--- src/rtl/bwc_pkg.sv ---
package bwc_pkg;
  typedef enum logic [2:0] {
    TAG_CODE   = 3'd0,
    TAG_INT    = 3'd1,
    TAG_TEXT   = 3'd2,
    TAG_DOUBLE = 3'd3,
    TAG_PTR    = 3'd4
  } bwc_tag_e;

  // Single-word verdict before the pair test is resolved
  typedef struct packed {
    bwc_tag_e base;       // tag the word gets when unpaired
    logic     cand;       // neither fetch, integer nor text
    logic     small_exp;  // exponent field in the small window
  } bwc_class_t;
endpackage

--- src/rtl/bwc_inspect.sv ---
module bwc_inspect
  import bwc_pkg::*;
#(
  parameter int          WORD_W    = 32,
  parameter logic [3:0]  EXP_BELOW = 4'b0111,
  parameter logic [3:0]  EXP_ABOVE = 4'b1000
) (
  input  logic [WORD_W-1:0] word_i,
  input  logic              fetch_i,
  output bwc_class_t        cls_o
);
  localparam int NBYTES = WORD_W / 8;
  localparam int TOP    = WORD_W - 1;

  logic [NBYTES-1:0] hi_clear;
  logic [NBYTES-1:0] b6_set;

  for (genvar b = 0; b < NBYTES; b++) begin : g_byte
    assign hi_clear[b] = ~word_i[8*b+7];
    assign b6_set[b]   =  word_i[8*b+6];
  end

  logic       sign_ext;
  logic       ascii;
  logic [3:0] exp_field;

  assign sign_ext  = (word_i[TOP -: 8] == 8'h00) || (word_i[TOP -: 8] == 8'hFF);
  assign ascii     = (&hi_clear) && (|b6_set);
  assign exp_field = word_i[TOP-1 -: 4];

  always_comb begin
    cls_o.base      = TAG_PTR;
    cls_o.cand      = 1'b0;
    cls_o.small_exp = (exp_field == EXP_BELOW) || (exp_field == EXP_ABOVE);
    if (fetch_i)       cls_o.base = TAG_CODE;
    else if (sign_ext) cls_o.base = TAG_INT;
    else if (ascii)    cls_o.base = TAG_TEXT;
    else               cls_o.cand = 1'b1;
  end
endmodule

--- src/rtl/bwc_pend_stage.sv ---
module bwc_pend_stage
  import bwc_pkg::*;
#(
  parameter int WORD_W = 32
) (
  input  logic              clk,
  input  logic              rst_n,
  input  logic              load_i,
  input  logic              release_i,
  input  logic [WORD_W-1:0] word_i,
  input  bwc_class_t        cls_i,
  input  logic              paired_i,
  output logic              valid_o,
  output logic [WORD_W-1:0] word_o,
  output bwc_class_t        cls_o,
  output logic              paired_o
);
  always_ff @(posedge clk) begin
    if (!rst_n) begin
      valid_o  <= 1'b0;
      paired_o <= 1'b0;
      word_o   <= '0;
      cls_o    <= '{base: TAG_PTR, cand: 1'b0, small_exp: 1'b0};
    end else if (load_i) begin
      valid_o  <= 1'b1;
      paired_o <= paired_i;
      word_o   <= word_i;
      cls_o    <= cls_i;
    end else if (release_i) begin
      valid_o  <= 1'b0;
      paired_o <= 1'b0;
    end
  end

  // A word closing a pair must itself have been a candidate
  assert_paired_is_cand_R4: assert property (@(posedge clk) disable iff (!rst_n)
    valid_o && paired_o |-> cls_o.cand);

  // Pending storage is only emptied by flush when it held something
  assert_release_needs_word_R7: assert property (@(posedge clk) disable iff (!rst_n)
    release_i |-> valid_o);
endmodule

--- src/rtl/bwc_out_stage.sv ---
module bwc_out_stage
  import bwc_pkg::*;
#(
  parameter int WORD_W = 32
) (
  input  logic              clk,
  input  logic              rst_n,
  input  logic              load_i,
  input  logic [WORD_W-1:0] word_i,
  input  bwc_tag_e          tag_i,
  input  logic              ready_i,
  output logic              valid_o,
  output logic [WORD_W-1:0] word_o,
  output bwc_tag_e          tag_o,
  output logic              free_o
);
  assign free_o = !valid_o || ready_i;

  always_ff @(posedge clk) begin
    if (!rst_n) begin
      valid_o <= 1'b0;
      word_o  <= '0;
      tag_o   <= TAG_PTR;
    end else if (load_i) begin
      valid_o <= 1'b1;
      word_o  <= word_i;
      tag_o   <= tag_i;
    end else if (ready_i) begin
      valid_o <= 1'b0;
    end
  end

  assert_stall_hold_R8: assert property (@(posedge clk) disable iff (!rst_n)
    valid_o && !ready_i |=> valid_o && $stable(word_o) && $stable(tag_o));

  assert_no_overwrite_R8: assert property (@(posedge clk) disable iff (!rst_n)
    load_i |-> free_o);
endmodule

--- src/rtl/bus_word_classifier.sv ---
module bus_word_classifier
  import bwc_pkg::*;
#(
  parameter int         WORD_W    = 32,
  parameter logic [3:0] EXP_BELOW = 4'b0111,
  parameter logic [3:0] EXP_ABOVE = 4'b1000
) (
  input  logic              clk,
  input  logic              rst_n,
  input  logic              in_valid,
  output logic              in_ready,
  input  logic [WORD_W-1:0] in_word,
  input  logic              in_fetch,
  input  logic              flush,
  output logic              out_valid,
  input  logic              out_ready,
  output logic [WORD_W-1:0] out_word,
  output logic [2:0]        out_tag
);
  bwc_class_t        new_cls;
  logic              pend_v;
  logic [WORD_W-1:0] pend_word;
  bwc_class_t        pend_cls;
  logic              pend_paired;
  logic              out_free;
  logic              in_fire;
  logic              pair_now;
  logic              rel_flush;
  logic              out_load;
  bwc_tag_e          rel_tag;
  bwc_tag_e          out_tag_q;

  bwc_inspect #(
    .WORD_W(WORD_W), .EXP_BELOW(EXP_BELOW), .EXP_ABOVE(EXP_ABOVE)
  ) u_inspect (
    .word_i (in_word),
    .fetch_i(in_fetch),
    .cls_o  (new_cls)
  );

  assign in_ready  = !pend_v || out_free;
  assign in_fire   = in_valid && in_ready;
  // Pending word opens a pair only if it did not already close one
  assign pair_now  = pend_v && !pend_paired && pend_cls.cand && pend_cls.small_exp
                     && new_cls.cand;
  assign rel_flush = flush && pend_v && !in_fire && out_free;
  assign out_load  = (in_fire && pend_v) || rel_flush;
  assign rel_tag   = (pend_paired || (in_fire && pair_now)) ? TAG_DOUBLE : pend_cls.base;

  bwc_pend_stage #(.WORD_W(WORD_W)) u_pend (
    .clk      (clk),
    .rst_n    (rst_n),
    .load_i   (in_fire),
    .release_i(rel_flush),
    .word_i   (in_word),
    .cls_i    (new_cls),
    .paired_i (pair_now),
    .valid_o  (pend_v),
    .word_o   (pend_word),
    .cls_o    (pend_cls),
    .paired_o (pend_paired)
  );

  bwc_out_stage #(.WORD_W(WORD_W)) u_out (
    .clk    (clk),
    .rst_n  (rst_n),
    .load_i (out_load),
    .word_i (pend_word),
    .tag_i  (rel_tag),
    .ready_i(out_ready),
    .valid_o(out_valid),
    .word_o (out_word),
    .tag_o  (out_tag_q),
    .free_o (out_free)
  );

  assign out_tag = out_tag_q;

  assert_fetch_code_R1: assert property (@(posedge clk) disable iff (!rst_n)
    in_fire && in_fetch |=> pend_v && pend_cls.base == TAG_CODE);

  assert_pair_both_double_R4: assert property (@(posedge clk) disable iff (!rst_n)
    in_fire && pair_now |=> out_valid && out_tag == 3'd3 && pend_paired);

  assert_no_overlap_R6: assert property (@(posedge clk) disable iff (!rst_n)
    in_fire && pend_v && pend_paired |=> !pend_paired);

  assert_flush_empties_R7: assert property (@(posedge clk) disable iff (!rst_n)
    rel_flush |=> !pend_v && out_valid);

  assert_tag_range_R8: assert property (@(posedge clk) disable iff (!rst_n)
    out_valid |-> out_tag <= 3'd4);
endmodule

--- config.mk ---
export PLATFORM = sky130hd
export DESIGN_NAME = bus_word_classifier
export DESIGN_NICKNAME = d
export VERILOG_FILES = /design/src/rtl/bwc_pkg.sv /design/src/rtl/bwc_inspect.sv /design/src/rtl/bwc_pend_stage.sv /design/src/rtl/bwc_out_stage.sv /design/src/rtl/bus_word_classifier.sv
export SDC_FILE = /design/constraint.sdc
export NUM_CORES = 1
export LEC_CHECK = 0
export BUFFER_PORTS_ARGS = -buffer_cell sky130_fd_sc_hd__clkbuf_2
export CAP_MARGIN = 20
export CORE_MARGIN = 4
export CORE_UTILIZATION = 52
export DETAILED_ROUTE_END_ITERATION = 16
export GPL_TIMING_DRIVEN = 0
export PLACE_DENSITY_LB_ADDON = 0.05
export SLEW_MARGIN = 20
export SYNTH_ARGS = -nofsm -noshare
export SYNTH_HDL_FRONTEND = slang
export SYNTH_SLANG_ARGS = --single-unit
--- constraint.sdc ---
create_clock -name clk -period 2 [get_ports clk]
set_input_delay 0.6 -clock clk [delete_from_list [all_inputs] [get_ports clk]]
set_output_delay 0.6 -clock clk [all_outputs]
set_load 0.005 [all_outputs]
==> impl_metrics.env <==
export IMPL_boundaryPins=75
export IMPL_slew_headroom=0.690
export IMPL_ys_async_sr_fraction=0
export IMPL_synth_top_cells_by_area="dfxtp_1, nand2_1, a21boi_0"
export IMPL_drive_above_1_share=0.250
export IMPL_synthSimpleGateAreaFrac=0.235
export IMPL_hold_buffers=0
export IMPL_synth_edf_count=0
export IMPL_yosysSeqAreaShare=0.518
export IMPL_clockBufferDepth=2
export IMPL_first_global_vias=2458
export IMPL_worstSkewPairLatency_ns=0.33
export IMPL_synth_top_area_share=0.518
export IMPL_yosysTopAreaCell="dfxtp_1"
export IMPL_synth_ff_type="dfxtp_1"
export IMPL_grt_max_degree=14
export IMPL_antenna_left=0
export IMPL_wirelength_mm=6.67
export IMPL_fin_tns_setup_ns=0
export IMPL_die_area_mm2=0.00683
export IMPL_hold_viol_final=0
export IMPL_cp_required_ns=1.40
export IMPL_rsz0062_at_grt="no"
export IMPL_cp_startpoint="out_ready"
export IMPL_drt_initial_drc_count=113
export IMPL_p_leak_nw=1.53
export IMPL_port_buffers=73
export IMPL_hold_start="u_pend.word_o[4]$_SDFFE_PN0P_"
export IMPL_nets=465
export IMPL_finalSetupViolCount=0
export IMPL_dr_pass1_iters=4
export IMPL_syn_to_final_growth_pct=24.7
export IMPL_status="completed"
export IMPL_clk_pin_slew_worst_paths_ns=0.07
export IMPL_endpoint_kind="output pin"
export IMPL_multi_input_area_mm2=0.00128
export IMPL_fin_skew_ns=0.00721
export IMPL_fmax_mhz=597
export IMPL_worst_pin_slew_ns=0.464
export IMPL_period_minus_slack_ns=1.67
export IMPL_htreeDepth=3
export IMPL_synth_seq_cells=75
export IMPL_synth_fp_nets=381
export IMPL_core_area_mm2=0.00524
export IMPL_max_vdd_ir_drop_mv=0.521
export IMPL_yosys_warnings=0
export IMPL_via_per_inst=4.99
export IMPL_synth_top_family_by_area="simple AND/OR/NAND/NOR gates"
export IMPL_post_cts_buffers=0
export IMPL_syn_inst=343
export IMPL_muxShareOfSynthArea=0
export IMPL_synthAdderAreaFrac=0
export IMPL_dp_hpwl_mm=4.92
export IMPL_place_ws_ns=0.130
export IMPL_cts_resized_gates=0
export IMPL_syn_avg_cell_area_um2=8.45
export IMPL_gr_total_overflow=0
export IMPL_fillers=486
export IMPL_start_util=0.553
export IMPL_rows=26
export IMPL_grt_pass1_wl_mm=11.0
export IMPL_path_max_fanout=4
export IMPL_synthXorXnorAreaFrac=0
export IMPL_fin_ws_ns=0.325
export IMPL_antenna_found_initial=0
export IMPL_critPathLaunchType="primary input"
export IMPL_hold_class="flop to flop"
export IMPL_r2r_start="u_pend.valid_o$_SDFFE_PN0P_"
export IMPL_cap_violations=0
export IMPL_cts_tree="yes"
export IMPL_place_congestion=0.765
export IMPL_crit_arrival_ns=1.07
export IMPL_fin_crit_sh=0.837
export IMPL_cts_made_buffers=9
export IMPL_clock_sinks=75
export IMPL_track_usage=0.213
export IMPL_powerDensity_mw_per_mm2=927
export IMPL_via_count=2504
export IMPL_antennaDiodeCount=0
export IMPL_yosysUniqueCellTypes=30
export IMPL_wl_per_cell_um=13.3
export IMPL_finalMaxSlewViolations=0
export IMPL_die_h_um=82.7
export IMPL_synth_compound_area_frac=0.206
export IMPL_cts_root_buffer="clkbuf_8"
export IMPL_regArea_mm2=0.00150
export IMPL_netlist_area_mm2=0.00290
export IMPL_drc=0
export IMPL_die_w_um=82.7
export IMPL_path_class="primary input to output pin"
-- stage by stage --
step / instances / utilization / hold WS (ns) / instance area, um2 / power, W
2_1_floorplan: 343 / - / 0.431 / 2900 / 0.00178
3_3_place_gp: 486 / 0.640 / 0.438 / 3350 / 0.00189
3_5_place_dp: 486 / 0.640 / 0.445 / 3350 / 0.00190
4_1_cts: 502 / 0.690 / 0.455 / 3610 / 0.00339
5_1_grt: 502 / 0.690 / 0.471 / 3610 / 0.00351
6_report: 502 / 0.690 / 0.454 / 3610 / 0.00335
-- cell usage in the layout, fill, tap and decap left out, types with 4 or more instances in the layout --
cell type | Yosys | routed
clkbuf_2 | 0 | 73
clkbuf_1 | 9 | 9
buf_2 | 11 | 11
dfxtp_1 | 75 | 75
nor3_1 | 4 | 4
a21oi_1 | 5 | 5
nand2_1 | 137 | 137
bufinv_16 | 0 | 4
a21boi_0 | 38 | 38
a21boi_1 | 30 | 30
clkbuf_8 | 0 | 9
-- synthesized netlist by cell type (all sizes together), types with 2 or more instances --
master,number
nor2,2
nand2,138
nand2b,2
nor2b,2
a21boi,68
and2,2
o211ai,2
clkbuf,9
inv,2
nand3,3
nor3,6
buf,14
dfxtp,75
a21oi,5
o21ai,4
-- report_power, final --
group | total (W) | switching [W] | internal, W | leakage [nW]
logic | 0.000272 | 0.000155 | 0.000117 | 0.794
registers | 0.00159 | 0.0000316 | 0.00155 | 0.613
clock network | 0.00149 | 0.000539 | 0.000952 | 0.125
-- final timing paths --
| path | slack [ns] | cells past startpoint | to |
|---|---|---|---|
| setup reg to reg | 0.54 | 6 | u_out.word_o[23]$_SDFFE_PN0P_ |
| setup / recovery | 0.33 | 3 | in_ready |
| hold / removal | 0.45 | 2 | u_pend.word_o[4]$_SDFFE_PN0P_ |
| hold reg to reg | 0.45 | 2 | u_pend.word_o[4]$_SDFFE_PN0P_ |
-- area by class of cell --
cell class | count | area share
flip-flops and latches | 75 | 0.415
multi-input cells | 243 | 0.353
repair buffers | 73 | 0.101
clock inverters | 7 | 0.0388
clock buffers | 9 | 0.0343
plain buffers | 23 | 0.0308
well taps | 70 | 0.0242
inverters | 2 | 0.00208
-- flip-flops by register name, indices dropped and copies added (netlist names) --
register         flops
u_pend.word_o       32
u_out.tag_o          3
u_pend.paired_o      1
u_pend.cls_o         5
u_out.valid_o        1
u_out.word_o        32
u_pend.valid_o       1
-- cell families (layout without fill, tap and decap cells) --
kind of cell           Yosys count  after routing
AO/OA/AOI/OAI                   82             82
flip-flops                      75             75
AND/OR/NAND/NOR                161            161
buffers and inverters           25            114
-- layer usage --
| layer | global-route usage | up-vias | wire (um) |
|---|---|---|---|
| met5 | 0 | - | 0 |
| met4 | 0.0866 | 0 | 105 |
| met3 | 0.0510 | 10 | 330 |
| met2 | 0.365 | 54 | 3290 |
| met1 | 0.255 | 1146 | 2950 |
| li1 | - | 1294 | - |
-- worst max-delay path: stages --
cell and delay, ns:
clkbuf_2 0.08, nand3b_2 0.25, clkbuf_2 0.15
No activity file was read; power rests on OpenSTA's default activity.
